## src/rtl/smpl_fifo_pkg.sv

```systemverilog
package smpl_fifo_pkg;
  typedef enum logic [1:0] {
    CMD_IDLE  = 2'd0,
    CMD_RSVA  = 2'd1,
    CMD_RSVB  = 2'd2,
    CMD_FLUSH = 2'd3
  } fifo_cmd_e;

  typedef struct packed {
    logic empty;
    logic afull;
    logic full;
    logic ovf;
    logic udf;
  } fifo_stat_t;
endpackage

```

## src/rtl/smpl_fifo_store.sv

```systemverilog
module smpl_fifo_store #(
  parameter int DW    = 12,
  parameter int DEPTH = 4
) (
  input  logic          clk,
  input  logic          rst_n,
  input  logic          push,
  input  logic          pop,
  input  logic          clr,
  input  logic [DW-1:0] wdata,
  output logic [DW-1:0] rdata
);
  localparam int PW = (DEPTH > 1) ? $clog2(DEPTH) : 1;

  logic [PW-1:0] wp_q, wp_d, rp_q, rp_d;
  logic [DW-1:0] mem_q [DEPTH];

  function automatic logic [PW-1:0] bump(input logic [PW-1:0] p);
    if (p == PW'(DEPTH - 1)) return '0;
    return p + 1'b1;
  endfunction

  always_comb begin
    wp_d = wp_q;
    rp_d = rp_q;
    if (clr) begin
      wp_d = '0;
      rp_d = '0;
    end else begin
      if (push) wp_d = bump(wp_q);
      if (pop)  rp_d = bump(rp_q);
    end
  end

  always_ff @(posedge clk or negedge rst_n) begin
    if (!rst_n) begin
      wp_q <= '0;
      rp_q <= '0;
    end else begin
      wp_q <= wp_d;
      rp_q <= rp_d;
    end
  end

  for (genvar g = 0; g < DEPTH; g++) begin : g_slot
    logic slot_en;
    assign slot_en = push && !clr && (wp_q == PW'(g));
    always_ff @(posedge clk) begin
      if (slot_en) mem_q[g] <= wdata;
    end
  end

  assign rdata = mem_q[rp_q];

  // pointers realign after a flush
  p_ptr_clr_r7: assert property (@(posedge clk) disable iff (!rst_n)
    clr |=> (wp_q == '0) && (rp_q == '0));
endmodule

```

## src/rtl/smpl_fifo_ctrl.sv

```systemverilog
module smpl_fifo_ctrl
  import smpl_fifo_pkg::*;
#(
  parameter int DEPTH = 4
) (
  input  logic       clk,
  input  logic       rst_n,
  input  logic       wr_req,
  input  logic       rd_req,
  input  logic       flush,
  output logic       push,
  output logic       pop,
  output fifo_stat_t stat
);
  localparam int CW     = $clog2(DEPTH + 1);
  localparam int AF_LVL = DEPTH - 1;

  logic [CW-1:0] cnt_q, cnt_d;
  logic          ovf_q, ovf_d, udf_q, udf_d;
  logic          full_w, empty_w;

  assign full_w  = (cnt_q == CW'(DEPTH));
  assign empty_w = (cnt_q == '0);
  assign pop     = rd_req && !empty_w && !flush;
  assign push    = wr_req && (!full_w || pop) && !flush;

  always_comb begin
    cnt_d = cnt_q;
    ovf_d = ovf_q;
    udf_d = udf_q;
    if (flush) begin
      cnt_d = '0;
      ovf_d = 1'b0;
      udf_d = 1'b0;
    end else begin
      unique case ({push, pop})
        2'b10:   cnt_d = cnt_q + 1'b1;
        2'b01:   cnt_d = cnt_q - 1'b1;
        default: cnt_d = cnt_q;
      endcase
      if (wr_req && full_w && !pop) ovf_d = 1'b1;
      if (rd_req && empty_w)        udf_d = 1'b1;
    end
  end

  always_ff @(posedge clk or negedge rst_n) begin
    if (!rst_n) begin
      cnt_q <= '0;
      ovf_q <= 1'b0;
      udf_q <= 1'b0;
    end else begin
      cnt_q <= cnt_d;
      ovf_q <= ovf_d;
      udf_q <= udf_d;
    end
  end

  assign stat.empty = empty_w;
  assign stat.afull = (cnt_q >= CW'(AF_LVL));
  assign stat.full  = full_w;
  assign stat.ovf   = ovf_q;
  assign stat.udf   = udf_q;

  p_full_afull_r2: assert property (@(posedge clk) disable iff (!rst_n)
    stat.full |-> stat.afull && !stat.empty);
  p_rw_hold_r4: assert property (@(posedge clk) disable iff (!rst_n)
    (push && pop) |=> $stable(stat));
  p_udf_set_r5: assert property (@(posedge clk) disable iff (!rst_n)
    (rd_req && stat.empty && !flush) |=> stat.udf);
  p_udf_sticky_r5: assert property (@(posedge clk) disable iff (!rst_n)
    (stat.udf && !flush) |=> stat.udf);
  p_ovf_set_r6: assert property (@(posedge clk) disable iff (!rst_n)
    (wr_req && stat.full && !rd_req && !flush) |=> stat.ovf && stat.full);
  p_ovf_sticky_r6: assert property (@(posedge clk) disable iff (!rst_n)
    (stat.ovf && !flush) |=> stat.ovf);
  p_flush_r7: assert property (@(posedge clk) disable iff (!rst_n)
    flush |=> stat.empty && !stat.ovf && !stat.udf);
endmodule

```

## src/rtl/smpl_fifo.sv

```systemverilog
module smpl_fifo
  import smpl_fifo_pkg::*;
#(
  parameter int DW    = 12,
  parameter int DEPTH = 4
) (
  input  logic          clk,
  input  logic          rst_n,
  input  logic          cnv_valid,
  input  logic [DW-1:0] cnv_data,
  input  logic          dbg_valid,
  input  logic [DW-1:0] dbg_data,
  input  logic          rd_req,
  output logic          rd_valid,
  output logic [DW-1:0] rd_data,
  input  logic          cmd_wr,
  input  logic [1:0]    cmd_code,
  output logic          flg_empty,
  output logic          flg_afull,
  output logic          flg_full,
  output logic          flg_ovf,
  output logic          flg_udf,
  output logic          evt_avail
);
  logic          wr_req, flush, push, pop;
  logic [DW-1:0] wdata;
  fifo_stat_t    stat;

  assign wr_req = cnv_valid || dbg_valid;
  assign wdata  = cnv_valid ? cnv_data : dbg_data;
  assign flush  = cmd_wr && (fifo_cmd_e'(cmd_code) == CMD_FLUSH);

  smpl_fifo_ctrl #(.DEPTH(DEPTH)) u_ctrl (
    .clk    (clk),
    .rst_n  (rst_n),
    .wr_req (wr_req),
    .rd_req (rd_req),
    .flush  (flush),
    .push   (push),
    .pop    (pop),
    .stat   (stat)
  );

  smpl_fifo_store #(.DW(DW), .DEPTH(DEPTH)) u_store (
    .clk   (clk),
    .rst_n (rst_n),
    .push  (push),
    .pop   (pop),
    .clr   (flush),
    .wdata (wdata),
    .rdata (rd_data)
  );

  assign rd_valid  = pop;
  assign flg_empty = stat.empty;
  assign flg_afull = stat.afull;
  assign flg_full  = stat.full;
  assign flg_ovf   = stat.ovf;
  assign flg_udf   = stat.udf;
  assign evt_avail = !stat.empty;

  // no data is handed out from an empty queue
  p_rdv_nonempty_r5: assert property (@(posedge clk) disable iff (!rst_n)
    rd_valid |-> !flg_empty);
  // event and empty flag never agree
  p_evt_r9: assert property (@(posedge clk) disable iff (!rst_n)
    evt_avail != flg_empty);
endmodule

```

## config.mk

```make
export PLATFORM = sky130hd
export DESIGN_NAME = smpl_fifo
export DESIGN_NICKNAME = d
export VERILOG_FILES = /design/src/rtl/smpl_fifo_pkg.sv /design/src/rtl/smpl_fifo_store.sv /design/src/rtl/smpl_fifo_ctrl.sv /design/src/rtl/smpl_fifo.sv
export SDC_FILE = /design/constraint.sdc
export NUM_CORES = 1
export LEC_CHECK = 0
export BUFFER_PORTS_ARGS = -buffer_cell sky130_fd_sc_hd__buf_2
export CAP_MARGIN = 10
export CORE_UTILIZATION = 54
export DETAILED_ROUTE_END_ITERATION = 10
export PLACE_DENSITY = 0.79
export SYNTH_ARGS = -nofsm -noshare
export SYNTH_HDL_FRONTEND = slang
export SYNTH_SLANG_ARGS = --single-unit
```

## constraint.sdc

```tcl
create_clock -name clk -period 2.98 [get_ports clk]
set_clock_uncertainty 0.2 [all_clocks]
set_input_delay 0.745 -clock clk [delete_from_list [all_inputs] [get_ports clk]]
set_output_delay 0.745 -clock clk [all_outputs]
set_load 0.02 [all_outputs]
```

Word-level counts from Yosys, hierarchy flattened. Memory sizes are Yosys's and may differ from the RTL's. Cells that the tools add are included.

Equal/unequal tests: 8. Order comparisons: 1. Muxes and demuxes: 38. Reductions and logical operators: 29. Add/sub/neg operators: 4.

Operator list (count): 12-bit two-way mux (4); 12-bit OR reduction (3); 2-bit two-way mux (11); 1-bit two-way mux (21); 1-bit logical AND (13); 2-bit == test (second input constant) (5); 2-bit nonzero test (4); 3-bit one-hot mux with 2 select lines (1); 2-bit by 1-bit adder with 2-bit output (second input constant) (2); 2-bit by 1-bit == test with 1-bit output (second input constant) (2); 1-bit zero test (4); 3-bit by 1-bit adder with 3-bit output (second input constant) (1); 3-bit == test (second input constant) (1); 3-bit by 2-bit greater-or-equal comparator with 1-bit output (second input constant) (1); 3-bit zero test (1); 3-bit two-way mux (1); 3-bit nonzero test (1); 3-bit by 1-bit subtractor with 3-bit output (second input constant) (1); 2-bit zero test (1); 1-bit logical OR (2).

RAM bits: 48. Word-level logic and storage cells: 86. Memories kept: 1. Bits in registers: 9. Output and inout port bits: 19. Input bits: 32.

Memory list: u_store.mem_q (words 4, bits a word 12, rd ports 1, clocked after Yosys merged registers in 0, write ports 1, line smpl_fifo_store.sv:16) `logic [DW-1:0] mem_q [DEPTH];`.

Longest topological paths before layout. Gate-level depths: netlist of the first run.

Word-level depth: 15. Mapped depth: 7. Depth with buffers taken out: 6.

Hierarchy. A second synthesis of the first run with hierarchy kept.

Cells, all modules: 150. Area total of the unflattened synthesis: 2676.3 um^2.

By module, submodules not included: smpl_fifo_store (sequential area each 1541.5 um^2, cells each 89, area an instance 2037.0 um^2, instances 1); smpl_fifo_ctrl (sequential area each 125.1 um^2, cells each 45, area an instance 442.9 um^2, instances 1); smpl_fifo (sequential area each 0.0 um^2, cells each 16, area an instance 196.4 um^2, instances 1).

Worst setup path before layout of the first run. Ideal clock, no wire load.

Path type: input-to-reg. Start: in cmd_code[0]. End: reg u_ctrl.cnt_q[2]. Arrival time: 2120 ps. Path buffers: 1. Required time: 2646 ps. Setup time: 134 ps. Stages: 7. Path slack: 526 ps. Path through: and3_1 > clkbuf_1 > nor3_1 > fa_1 > nor3_1 > o21a_1 > nor3_2.

Cells in the longest elaborated chain, start to end: 10. Elaborated cells between the ends (all ways): 12. Classes of those cells: 3 x eq/ne; 2 x mux; 7 x reduce/logical.

RTL lines: start, declared (line smpl_fifo.sv:17) `input logic [1:0] cmd_code,`; 2-bit == test (*) (line smpl_fifo.sv:31) `assign flush = cmd_wr && (fifo_cmd_e'(cmd_code) == CMD_FLUSH);`; 1-bit logical AND (*) (line smpl_fifo.sv:31); 1-bit zero test (line smpl_fifo_ctrl.sv:24, smpl_fifo_ctrl.sv:25); 1-bit logical AND (line smpl_fifo_ctrl.sv:24) `assign pop = rd_req && !empty_w && !flush;`; 1-bit logical OR (line smpl_fifo_ctrl.sv:25) `assign push = wr_req && (!full_w || pop) && !flush;`; 1-bit logical AND (2 in series) (line smpl_fifo_ctrl.sv:25); 2-bit by 1-bit == test with 1-bit output or 2-bit == test (tied branches) (line smpl_fifo_ctrl.sv:36) `unique case ({push, pop})`; 3-bit one-hot mux with 2 select lines (line smpl_fifo_ctrl.sv:36); 3-bit two-way mux (line smpl_fifo_ctrl.sv:31) `if (flush) begin`; end signal, assigned (line smpl_fifo_ctrl.sv:52) `cnt_q <= cnt_d;`; end, declared (line smpl_fifo_ctrl.sv:18) `logic [CW-1:0] cnt_q, cnt_d;`.

Mark *: on every way between the ends. The rest lies on a longest branch, timed or not. A chain may end at the register's enable or synchronous reset.

Worst setup path in the final report of the first run.
Start: reg u_ctrl.cnt_q[0]. End: out rd_valid.

Cells in the longest elaborated chain, start to end: 4.

RTL lines: 3-bit zero test (line smpl_fifo_ctrl.sv:23) `assign empty_w = (cnt_q == '0);`; 1-bit zero test (line smpl_fifo_ctrl.sv:24); 1-bit logical AND (2 in series) (line smpl_fifo_ctrl.sv:24); end, declared (line smpl_fifo.sv:14) `output logic rd_valid,`.

Every way passes these cells.

==> results of run 1 <==
-- flip-flops by register name, indices dropped and copies added (netlist names) --
name           flops
u_ctrl.udf_q       1
u_store.wp_q       2
u_store.mem_q     48
u_ctrl.ovf_q       1
u_store.rp_q       2
u_ctrl.cnt_q       3
-- cells by family (layout without fill, tap and decap cells) --
logic type               after synthesis  in the layout  synth area share [%]
AO/OA/AOI/OAI                         11             11                  2.89
adder cells (fa/ha/maj)                6              6                  3.34
XOR/XNOR                               1              1                 0.354
AND/OR/NAND/NOR                       28             28                  6.79
flip-flops                            57             57                  67.4
buffers and inverters                 11             77                  1.97
multiplexers                          26             26                  17.2
-- through the flow --
stage | power, uW | cell area (sq um) | instances
after floorplan | 1970 | 2470 | 140
after detailed placement | 2320 | 2810 | 242
final | 3070 | 3020 | 258
after CTS | 3090 | 3020 | 258
after global routing | 3220 | 3020 | 258
after global placement | 2270 | 2810 | 242
-- layout by cell type, fill, tap and decap left out, drive strengths merged, types with 4 or more instances in the layout --
| master | instances |
|---|---|
| buf | 57 |
| edfxtp | 48 |
| mux2 | 12 |
| mux4 | 12 |
| clkbuf | 10 |
| dfrtp | 9 |
| nor2 | 8 |
| nor3 | 7 |
| ha | 5 |
| inv | 4 |
| and2 | 4 |
| a21oi | 4 |
| clkinv | 4 |
-- repair_timing --
| item | CTS | global route |
|---|---|---|
| hold endpoints to repair | 0 | 0 |
| endpoints found under the setup margin | 1 | 0 |
| gates resized for setup | 1 | 0 |
| hold buffers | 0 | 0 |
-- power by group --
group	internal, uW	total, uW	switching, uW
logic	469	1050	583
clock network	466	765	299
registers	1110	1250	137
-- worst max path at each step --
stage                               start         endpoint
after floorplan               cmd_code[0]  u_ctrl.cnt_q[2]
after global placement    u_ctrl.cnt_q[0]  u_ctrl.cnt_q[2]
after detailed placement  u_ctrl.cnt_q[0]  u_ctrl.cnt_q[2]
after CTS                 u_ctrl.cnt_q[0]         rd_valid
after global routing      u_ctrl.cnt_q[0]         rd_valid
final                     u_ctrl.cnt_q[0]         rd_valid
-- layer usage --
layer  track usage, %  part of all wire, %  up-vias
li1                 -                    -      662
met1             26.4                   42      715
met2             31.2                   51       46
met3             4.65                  5.0       11
met4             11.3                  1.7        0
met5                0                    0        -
-- layout make-up --
cell class / count / area share [%]
Sequential cell: 57 / 55.2
Multi-Input combinational cell: 72 / 25.2
Timing Repair Buffer: 57 / 10.0
Clock buffer: 10 / 4.23
Clock inverter: 6 / 2.73
Tap cell: 52 / 2.15
Inverter: 4 / 0.497
-- critical path: stages, from the launching register on --
cell,delay [ps]
sky130_fd_sc_hd__dfrtp_1,480
sky130_fd_sc_hd__o31ai_2,750
sky130_fd_sc_hd__nor2_1,70
sky130_fd_sc_hd__buf_2,190
==> results.md, run 1 <==
### Logic synthesis
• 15.8% — async set or reset register ratio after synthesis
• 0 — Yosys Warn Count
• 32 — synth unique cells
• 140 — gate count after technology mapping
• sky130_fd_sc_hd__edfxtp_1, sky130_fd_sc_hd__mux2_2, sky130_fd_sc_hd__mux4_2 — top cells by count, synth
• 17.7 sq um — average cell area after synthesis
• 58.3% — share of the synthesized area in the top cell type
• 67.4% — sequential share of the synthesized area
• 57 — Synth Register Bits
• sky130_fd_sc_hd__edfxtp_1 — Most used DFF post-synth
• 178 — Mapped Nets
• 0.00247 sq mm — netlist area before placement
• sky130_fd_sc_hd__edfxtp_1, sky130_fd_sc_hd__mux4_2, sky130_fd_sc_hd__dfrtp_1, sky130_fd_sc_hd__mux2_2, sky130_fd_sc_hd__ha_1 — ranking of synthesized cells by area
• 48 — number of synthesized flops with an enable pin
• sky130_fd_sc_hd__edfxtp_1 — most common cell in the synthesized netlist
• sky130_fd_sc_hd__edfxtp_1 — dominant cell type by area after synthesis

### GRT
• 15 — pin count of the biggest net entering global routing
• 1,486 — via count of the first global-routing pass
• 0 — antenna violations before repair
• 7160 um — wire length of the first global-routing pass
• 0 — total grt overflow
• 20.1% — overall global routing resource usage

### Critical path
• output port — CP Capture Type
• 6 — length in cells of the worst reg-to-reg path
• 2040 ps — Critical Path RT
• u_ctrl.cnt_q[2] — endpoint of the worst-slack reg-to-reg timing path
• u_ctrl.cnt_q[0] — launching point of the worst reg2reg path
• flop to output port — path type of the worst setup path
• 11 — Worst Path Max Fanout
• 1820 ps — arrival time at the worst endpoint
• flop — Startpoint Class
• 370 ps — register-to-register setup slack

### Detailed routing
• 5.56 — DR vias/cell
• 1,434 — DR vias
• 68 — DRC marker count from the first detailed-route iteration
• 0 — remaining routing DRC violations
• 0 — number of nets still failing antenna checks after routing
• 4 — drt pass-1 iters
• 17.3 um — WL/cell
• 4460 um — routed wire length

### Floorplanning
• 69.6 um — die outline width
• 51 — Top Ports
• 0.00438 sq mm — Core Footprint
• 24 — number of placement rows
• 56.4% — starting density of the core
• 0.00485 sq mm — floorplan die area
• 69.6 um — chip height

### STA
• 361 MHz — max frequency
• 2770 ps — Final Critical Period
• 0 — count of final hold-check violations
• 0 — final-report max-slew violation count
• 50.3 ps — post-route worst hold slack
• 212 ps — final setup slack of the worst path
• 92.9% — period utilisation layout
• false — RSZ-0062 raised after global routing
• 46.8% — Rel. slew slack
• 0 — total setup violations reported at the end of the flow
• 793 ps — Slew @ Worst Pin
• 0 ps — Total Neg Setup Slack

### Clock tree
• done — TritonCTS clock tree
• 0 — post-CTS setup buffer count
• 330 ps — clock network latency to the later pin of the worst-skew pair
• 70 ps — clock-pin slew reported for the worst setup and hold paths after clock tree synthesis
• 2 — buffers from clock root to sink, at most
• sky130_fd_sc_hd__clkbuf_8 — Root Buffer Master
• 3 — htree depth
• 57 — Clock Sinks
• 9 — number of CTS-inserted buffers

### Place
• 111 ps — worst-case setup slack after placement
• 3020 um — detailed-placement wirelength estimate
• 0.707 — global placer's final weighted congestion
• 50 — Port Buf Inserts

### Flow run
• 0 — max-cap viol count

### Power
• 0.00120 uW — Leak Pwr
• 1020 mW/mm^2 — Pwr Density
• 0.534 mV — Max rail drop VDD

### Finish
• 761 sq um — footprint of the multi-input gates
• 239 — Final Net Count
• 296 — number of filler instances in the final layout
• 22.2% — growth of design area from synthesis to finish
• 68.9% — utilization after layout
• 0.00167 sq mm — Sequential Area
• 50.5% — ratio of cells with drive above 1 in the final layout
• 0 — ant diodes

### Hold path
• input pin to asynchronous set/reset pin — kind of path behind the tightest hold check

### Status
• finished clean — run status

(Power assumes the default switching activity.)
==> run 2, diff against run 1 <==
--- a/config.mk
+++ b/config.mk
@@ -7,9 +7,10 @@
 export LEC_CHECK = 0
 export BUFFER_PORTS_ARGS = -buffer_cell sky130_fd_sc_hd__buf_2
 export CAP_MARGIN = 10
-export CORE_UTILIZATION = 54
+export CORE_UTILIZATION = 45
 export DETAILED_ROUTE_END_ITERATION = 10
-export PLACE_DENSITY = 0.79
+export PLACE_DENSITY = 0.68
 export SYNTH_ARGS = -nofsm -noshare
 export SYNTH_HDL_FRONTEND = slang
 export SYNTH_SLANG_ARGS = --single-unit
+export TNS_END_PERCENT = 30
==> constraint.sdc (replaced) <==
create_clock -name clk -period 2.98 [get_ports clk]
set_clock_uncertainty 0.2 [all_clocks]
set_input_delay 0.894 -clock clk [delete_from_list [all_inputs] [get_ports clk]]
set_output_delay 0.894 -clock clk [all_outputs]
set_load 0.02 [all_outputs]
==> run 2 against run 1 <==
Compared with the run above:
- die area grew 19%
- maximum frequency shrank 1.4%
- worst setup slack lost 39 ps
- sequential power is essentially flat
- via count shrank 1.3%
- non-clock buffer count grew 1
- flip-flop and latch count is the same
- design area shrank 0.79%
- clock power shrank 23%
- worst hold slack gained 170 ps
- critical path type unchanged
- largest cell class unchanged
- largest power group unchanged
==> results.md, run 2 (synthesis gave the netlist of run 1 again) <==
### Status
• finished clean — run status

### Critical path
• 2 — total buffers and inverters traversed by the critical path
• u_ctrl.cnt_q[0] — launching point of the worst reg2reg path
• sky130_fd_sc_hd__mux4_2 — Crit-path slowest cell
• flop to output port — path type of the worst setup path
• 1890 ps — Critical Path RT
• 630 ps — register-to-register setup slack
• 1710 ps — arrival time at the worst endpoint
• 540 ps — delay of the slowest critical-path stage
• buf_4 > mux4_2 > buf_2 — CP Cell Sequence
• multiplexers — delay-heaviest family, CP
• u_store.rp_q[0] — CP Launch Point
• flop — Startpoint Class
• output port — CP Capture Type
• 12 — Worst Path Max Fanout

### Clock tree
• 2 — buffers from clock root to sink, at most
• 9 — number of CTS-inserted buffers
• sky130_fd_sc_hd__clkbuf_8 — Root Buffer Master
• 57 — Clock Sinks
• 320 ps — clock network latency to the later pin of the worst-skew pair
• 60 ps — clock-pin slew reported for the worst setup and hold paths after clock tree synthesis
• done — TritonCTS clock tree
• 0 — Post-CTS Hold Fix Bufs
• 0 — post-CTS setup buffer count
• 0 — Gates resized, CTS repair
• 3 — htree depth

### STA
• 0 ps — Total Neg Setup Slack
• 356 MHz — max frequency
• 2810 ps — Final Critical Period
• 94.2% — period utilisation layout
• 57.3% — Rel. slew slack
• 0 — final-report max-slew violation count
• 0 — total setup violations reported at the end of the flow
• 0 — count of final hold-check violations
• 641 ps — Slew @ Worst Pin
• false — RSZ-0062 raised after global routing
• 173 ps — final setup slack of the worst path

### GRT
• 15 — pin count of the biggest net entering global routing
• 1,462 — via count of the first global-routing pass
• 0 — total grt overflow
• 0 — antenna violations before repair
• 6780 um — wire length of the first global-routing pass
• 15.9% — overall global routing resource usage

### Finish
• u_store.mem_q — register with the most flip-flops
• 48 — max reg flops
• u_store.mem_q x48, u_ctrl.cnt_q x3 — largest registers
• sky130_fd_sc_hd__buf_2, sky130_fd_sc_hd__edfxtp_1, sky130_fd_sc_hd__mux2_2, sky130_fd_sc_hd__mux4_2, sky130_fd_sc_hd__clkbuf_8 — top library cells by usage in the layout, fill and taps aside
• 0 — ant diodes
• sky130_fd_sc_hd__buf_2 — leading cell type in the layout, fill and taps excluded
• 21.3% — growth of design area from synthesis to finish
• 48.8% — ratio of cells with drive above 1 in the final layout
• 240 — Final Net Count

### Hold path
• input pin to asynchronous set/reset pin — kind of path behind the tightest hold check

### Detailed routing
• 4300 um — routed wire length
• 1,415 — DR vias
• 4 — drt pass-1 iters
• 26 — DRC marker count from the first detailed-route iteration
• 0 — remaining routing DRC violations
• 15.5 um — WL/cell
• 0 — number of nets still failing antenna checks after routing
• 5.11 — DR vias/cell

### Place
• 0.750 — global placer's final weighted congestion
• 50 — Port Buf Inserts
• 2900 um — detailed-placement wirelength estimate
• 333 ps — worst-case setup slack after placement

### Floorplanning
• 47.5% — starting density of the core
• 51 — Top Ports
• 0.00579 sq mm — floorplan die area
• 0.00520 sq mm — Core Footprint
• 26 — number of placement rows
• 76.1 um — die outline width
• 76.1 um — chip height

### Power
• 957 mW/mm^2 — Pwr Density
• 0.00117 uW — Leak Pwr
• 0.482 mV — Max rail drop VDD

### Flow run
• 0 — max-cap viol count

## run 2: cell types whose count changed in the layout (fill, tap and decap cells not counted), sizes merged
cell,before,now
clkbuf,10,15
clkinv,4,1
bufinv,2,0
buf,57,58
## run 2: metal layers
metal	track usage, %	vias up	part of all wire, %
met4	9.23	0	0.53
li1	-	668	-
met3	3.59	4	5.3
met5	0	-	0
met1	17.4	701	40
met2	28.4	42	54
## run 2: cell type report
type,instances,area [sq um]
flip-flops and latches,57,1670
clock inverters,1,5.00
repair buffers,58,310
inverters,4,15.0
clock buffers,15,156
well taps,70,87.6
fillers,420,2210
multi-input cells,72,756
## run 2: where the power goes
part | switching [uW] | total (uW) | leakage (uW) | internal (uW)
Clock | 267 | 591 | 0.0000817 | 325
Sequential | 128 | 1240 | 0.000554 | 1110
Combinational | 572 | 1040 | 0.000538 | 465
## run 2: stage by stage
step	instance area, sq um	hold slack (ps)	utilization (%)	total power [uW]	cells
final	3000	216	57.6	2870	277
after detailed placement	2840	302	54.5	2320	261
after global routing	3000	225	57.6	3030	277
after CTS	3000	208	57.6	2910	277
after floorplan	2470	342	-	1970	140
after global placement	2840	285	54.5	2280	261
## run 2: worst register-to-register path, cell delays in order (launching register included)
cell and delay, ps:
sky130_fd_sc_hd__dfrtp_1 460, sky130_fd_sc_hd__o31ai_1 370, sky130_fd_sc_hd__buf_4 240, sky130_fd_sc_hd__nor3_1 70, sky130_fd_sc_hd__fa_1 400, sky130_fd_sc_hd__nor3_1 300
sky130_fd_sc_hd__nor3_1 100, sky130_fd_sc_hd__nor3_2 150
## run 2: final timing paths
| path | endpoint | cells past startpoint |
|---|---|---|
| min | u_ctrl.cnt_q[1] | 1 |
| min in group clk | u_ctrl.ovf_q | 2 |
| max reg2reg | u_ctrl.cnt_q[2] | 7 |
| max in group asynchronous | u_ctrl.cnt_q[0] | 1 |
| min reg2reg | u_ctrl.ovf_q | 2 |
| max | rd_data[11] | 3 |
